**config.mk**
```make
export PLATFORM = sky130hd
export DESIGN_NAME = irq_stat_mask_ctrl
export DESIGN_NICKNAME = d
export VERILOG_FILES = /design/src/rtl/irq_ctrl_pkg.sv /design/src/rtl/irq_addr_decode.sv /design/src/rtl/irq_status_bits.sv /design/src/rtl/irq_mask_reg.sv /design/src/rtl/irq_stat_mask_ctrl.sv
export SDC_FILE = /design/constraint.sdc
export NUM_CORES = 1
export LEC_CHECK = 0
export ABC_AREA = 1
export BUFFER_PORTS_ARGS = -buffer_cell sky130_fd_sc_hd__buf_2
export CAP_MARGIN = 25
export CORE_ASPECT_RATIO = 1.5
export CORE_MARGIN = 1.5
export CORE_UTILIZATION = 45
export DETAILED_ROUTE_END_ITERATION = 12
export GPL_TIMING_DRIVEN = 0
export PLACE_DENSITY = 0.91
export SYNTH_ARGS = -nofsm -noshare
export SYNTH_HDL_FRONTEND = slang
export SYNTH_SLANG_ARGS = --single-unit
```
**constraint.sdc**
```tcl
create_clock -name clk -period 1.2 [get_ports clk]
set_input_delay 0.06 -clock clk [delete_from_list [all_inputs] [get_ports clk]]
set_output_delay 0.06 -clock clk [all_outputs]
set_load 0.03 [all_outputs]
```
**src/rtl/irq_ctrl_pkg.sv**
```systemverilog
package irq_ctrl_pkg;

  // Next value of one pending bit: an acknowledge write ANDs in the written
  // bit, and a raise in the same cycle always leaves the bit set.
  function automatic logic pend_next(input logic old_b,
                                     input logic ack_wr,
                                     input logic wr_b,
                                     input logic raise_b);
    logic kept;
    kept = ack_wr ? (old_b & wr_b) : old_b;
    return kept | raise_b;
  endfunction

  // True when the offset selects a given register.
  function automatic logic offset_hit(input logic [7:0] addr,
                                      input logic [7:0] ofs);
    return addr == ofs;
  endfunction

endpackage

```
**src/rtl/irq_addr_decode.sv**
```systemverilog
module irq_addr_decode #(
  parameter int          ADDR_W   = 8,
  parameter logic [7:0]  STAT_OFS = 8'h70,
  parameter logic [7:0]  MASK_OFS = 8'h74
) (
  input  logic [ADDR_W-1:0] bus_addr,
  input  logic              bus_wr,
  output logic              stat_sel,
  output logic              mask_sel,
  output logic              stat_wr,
  output logic              mask_wr
);
  import irq_ctrl_pkg::*;

  logic [7:0] addr8;

  always_comb begin
    addr8 = '0;
    addr8[ADDR_W-1:0] = bus_addr;
  end

  assign stat_sel = offset_hit(addr8, STAT_OFS);
  assign mask_sel = offset_hit(addr8, MASK_OFS);
  assign stat_wr  = bus_wr & stat_sel;
  assign mask_wr  = bus_wr & mask_sel;
endmodule

```
**src/rtl/irq_status_bits.sv**
```systemverilog
module irq_status_bits #(
  parameter int NUM_SRC = 16
) (
  input  logic               clk,
  input  logic               rst,
  input  logic               ack_wr,
  input  logic [NUM_SRC-1:0] ack_data,
  input  logic [NUM_SRC-1:0] raise_vec,
  output logic [NUM_SRC-1:0] stat_q
);
  import irq_ctrl_pkg::*;

  for (genvar i = 0; i < NUM_SRC; i++) begin : g_bit
    always_ff @(posedge clk) begin
      if (rst) stat_q[i] <= 1'b0;
      else     stat_q[i] <= pend_next(stat_q[i], ack_wr, ack_data[i], raise_vec[i]);
    end
  end
endmodule

```
**src/rtl/irq_mask_reg.sv**
```systemverilog
module irq_mask_reg #(
  parameter int NUM_SRC = 16
) (
  input  logic               clk,
  input  logic               rst,
  input  logic               load,
  input  logic [NUM_SRC-1:0] load_data,
  output logic [NUM_SRC-1:0] mask_q
);
  always_ff @(posedge clk) begin
    if (rst)       mask_q <= '0;
    else if (load) mask_q <= load_data;
  end
endmodule

```
**src/rtl/irq_stat_mask_ctrl.sv**
```systemverilog
module irq_stat_mask_ctrl #(
  parameter int         NUM_SRC  = 16,
  parameter int         ADDR_W   = 8,
  parameter int         DATA_W   = 32,
  parameter int         DMA_BIT  = 3,
  parameter logic [7:0] STAT_OFS = 8'h70,
  parameter logic [7:0] MASK_OFS = 8'h74
) (
  input  logic               clk,
  input  logic               rst,
  input  logic [NUM_SRC-1:0] src_pulse,
  input  logic               dma_summary,
  input  logic [ADDR_W-1:0]  bus_addr,
  input  logic               bus_wr,
  input  logic [DATA_W-1:0]  bus_wdata,
  output logic [DATA_W-1:0]  bus_rdata,
  output logic               cpu_irq
);
  logic               stat_sel, mask_sel;
  logic               stat_wr, mask_wr;
  logic [NUM_SRC-1:0] wdata_lo;
  logic [NUM_SRC-1:0] raise_vec;
  logic [NUM_SRC-1:0] stat_q;
  logic [NUM_SRC-1:0] mask_q;
  logic [NUM_SRC-1:0] enabled_vec;

  assign wdata_lo = bus_wdata[NUM_SRC-1:0];

  always_comb begin
    raise_vec = src_pulse;
    raise_vec[DMA_BIT] = src_pulse[DMA_BIT] | dma_summary;
  end

  irq_addr_decode #(
    .ADDR_W(ADDR_W), .STAT_OFS(STAT_OFS), .MASK_OFS(MASK_OFS)
  ) u_dec (
    .bus_addr(bus_addr), .bus_wr(bus_wr),
    .stat_sel(stat_sel), .mask_sel(mask_sel),
    .stat_wr(stat_wr),   .mask_wr(mask_wr)
  );

  irq_status_bits #(.NUM_SRC(NUM_SRC)) u_stat (
    .clk(clk), .rst(rst), .ack_wr(stat_wr), .ack_data(wdata_lo),
    .raise_vec(raise_vec), .stat_q(stat_q)
  );

  irq_mask_reg #(.NUM_SRC(NUM_SRC)) u_mask (
    .clk(clk), .rst(rst), .load(mask_wr), .load_data(wdata_lo),
    .mask_q(mask_q)
  );

  assign enabled_vec = stat_q & mask_q;
  assign cpu_irq     = |enabled_vec;

  always_comb begin
    bus_rdata = '0;
    if (stat_sel)      bus_rdata[NUM_SRC-1:0] = stat_q;
    else if (mask_sel) bus_rdata[NUM_SRC-1:0] = mask_q;
  end
endmodule

```
==> flow_summary.toml <==
[cells_and_area]
multi_input_area_sq_um = 996
num_antenna_cells = 0
regArea_sq_um = 649
utilization_pct = 69.3
final_nets = 444
fill_cells = 299
layout-drive-gt1-share_pct = 36.6
syn_to_final_growth_pct = 47.8

[power_and_ir_drop]
p_seq_share_pct = 44.3
total_power_mw = 2.56
p_per_area_mw_per_mm2 = 940
swShare_pct = 26.6
p_sw_uw = 680
combinationalPowerShare_pct = 15.1
clkPwrFrac_pct = 40.7
leakagePower_nw = 1.50
p_int_mw = 1.88
ir_worst_vdd_uv = 1180

[placement]
gp_congestion = 0.804
hpwl_mm = 3.56
port_buffers = 58

[critical_path]
path_cells = "nand2_2 > nand2_2 > nor3_4 > nand3_2 > buf_6"
path_common_cell = "nand2_2"
crit_path_end_kind = "primary output"
path_buf_inv = 1
worst_path_max_delay_cell = "dfxtp_2"
crit_family = "simple AND/OR/NAND/NOR gates"
setup.worst_path.start_class = "flop"
rr_startpoint = "u_stat.stat_q[1]"
slowest_delay_ps = 330
worstSetupPathType = "flop to primary output"
arrival_ps = 1230
rrSetupSlack_ps = 410
critPathMaxFanout = 2
rr_worst_depth = 3
critPathRequiredTime_ps = 1140
r2r-end = "u_stat.stat_q[1]"

[synthesis]
yosys_register_bits = 32
synth_top_area_share_pct = 34.8
synth-seq-area-share_pct = 34.8
synth_area_sq_mm = 0.00184
yosysWarningCount = 0
synthFlopType = "dfxtp_1"
synthCells = 293
synth_edf_count = 0
synth.area.top_cells = "dfxtp_1, nand2_1, inv_1"
yosys.cell_types.count = 19
synth_top_area_cell = "dfxtp_1"
async_reset_ff_share_pct = 0
synth_commonest_cells = "nand2_1, inv_1, nor2_1, dfxtp_1, buf_4"
avgSynthCellArea_sq_um = 6.28
yosysMostFrequentCell = "nand2_1"

[floorplanning]
start_util_pct = 46.9
rows = 28
io_pins = 93
die_y_um = 81.3
die_area_sq_mm = 0.00449
coreArea_sq_mm = 0.00392
die_x_um = 55.2

[grt]
grt_pass1_vias = 1897
grt_antenna_before_repair = 0
grt-ovfl-total = 0
grt_pass1_wl_mm = 8.25
grt_max_degree = 11
track_usage_pct = 23.5

[flow_run]
cap_violations = 0

[route]
drc_errors = 0
routed_wl_mm = 5.71
vias_per_cell = 5.06
ant_nets = 0
dr_total_vias = 2177
dr.pass1.iters = 5
initialDrtViolationCount = 105
post_drt_wl_per_cell_um = 13.3

[timing]
relSlewSlack_pct = 66.0
layout_setup_ws_ps = -90.0
finalSetupTns_ps = -90.0
tightest_slew_ps = 509
clock_skew_ps = 0
finalSetupViolations = 1
period_share_pct = 108
fin_crit_ps = 1290
holdWs_ps = 2.00
hold_viol_final = 0
finalMaxSlewViolations = 0
max_freq_mhz = 775
rsz0062_at_grt = "yes"

[outcome]
violations = "setup timing"
status = "complete, but fails checks"

[clock_tree]
cts_buffer_depth = 2
htree_levels = 2
clockRootBuffer = "clkbuf_8"
clock_latency_ps = 280
cts_buffers = 5
cts.reportedPaths.clkPinSlew_ps = 80
numClockSinks = 32
cts_tree = "done"

[min_path]
hold_end = "u_mask.mask_q[8]"
min_path_type = "input pin to flop"
min_from = "bus_wdata[8]"
hold_depth = 3
timing repair:
item / 4_1_cts / 5_1_grt
hold buffers: 1 / 0
setup endpoints to repair: 17 / 17
gates resized for setup: 43 / 41
setup buffers: 7 / 3
endpoints found under the hold margin: 1 / 0
cloned: 0 / 1
pin swaps: 9 / 9
worst min-delay path, delay by kind of cell:
kind,cells,cell delay (ps)
buf+inv,1,90
simple gates,2,120
cell usage in the layout, fill, tap and decap left out, types with 3 or more instances in the layout:
cell type  count
buf_2         45
dfxtp_2        7
buf_4         36
inv_1         56
clkbuf_8       5
o21ai_4        3
a21oi_1       16
nand4_1       16
o22ai_2        7
nand3_1       10
buf_6          9
conb_1        16
clkbuf_1       5
nand3_2        4
o21ai_0        3
inv_2          5
dfxtp_1       25
nor2_1        34
o21ai_1        3
nand2_1       56
nand2_2        7
final cells by class:
type,instances,share of cell area (%)
buffer,30,7.92
tap,45,2.07
clock inverter,2,1.29
inverter,61,8.42
clock buffer,6,2.67
timing repair buffer,69,17.1
sequential,32,23.9
multi-input combinational,185,36.6
logic make-up after synthesis:
group	synth area share, %
AO/OA/AOI/OAI	10.1
buffers and inverters	22.9
flip-flops	34.8
other	0.204
AND/OR/NAND/NOR	32.0
how the worst max path moves through the flow:
stage	from	endpoint	slack, ps	cells past startpoint
finish	u_mask.mask_q[12]	cpu_irq	-90	5
global route	u_mask.mask_q[12]	cpu_irq	-120	5
CTS	u_stat.stat_q[8]	cpu_irq	-70	5
detailed placement	bus_addr[7]	bus_rdata[9]	-220	9
global placement	bus_addr[7]	bus_rdata[9]	-210	9
floorplan	bus_addr[7]	bus_rdata[12]	-200	7
metrics by stage:
| stage | setup WS, ps | cells | area (sq um) |
|---|---|---|---|
| final | -90.0 | 430 | 2720 |
| after global placement | -207 | 411 | 2240 |
| after CTS | -69.0 | 427 | 2540 |
| after detailed placement | -218 | 411 | 2240 |
| after global routing | -122 | 430 | 2720 |
| after floorplan | -204 | 308 | 1900 |
power by group through the flow:
stage	combinational (mW)	clock, mW	sequential (mW)
2_1_floorplan	0.220	0	1.14
3_3_place_gp	0.317	0	1.15
3_5_place_dp	0.323	0	1.15
4_1_cts	0.359	1.03	1.13
5_1_grt	0.416	1.08	1.13
6_report	0.385	1.04	1.13
metal layers:
metal  wire length, um  part of all wire (%)  GRT usage, %
met5                 0                     0             0
met4               208                   3.6          11.0
met3               495                   8.7          5.57
met2              2970                    52          45.4
met1              2040                    36          23.5
state kept, by name, summed over array words and instances (netlist names):
register,cells
u_mask.mask_q,16
u_stat.stat_q,16
Power figures use the tool's default switching activity.
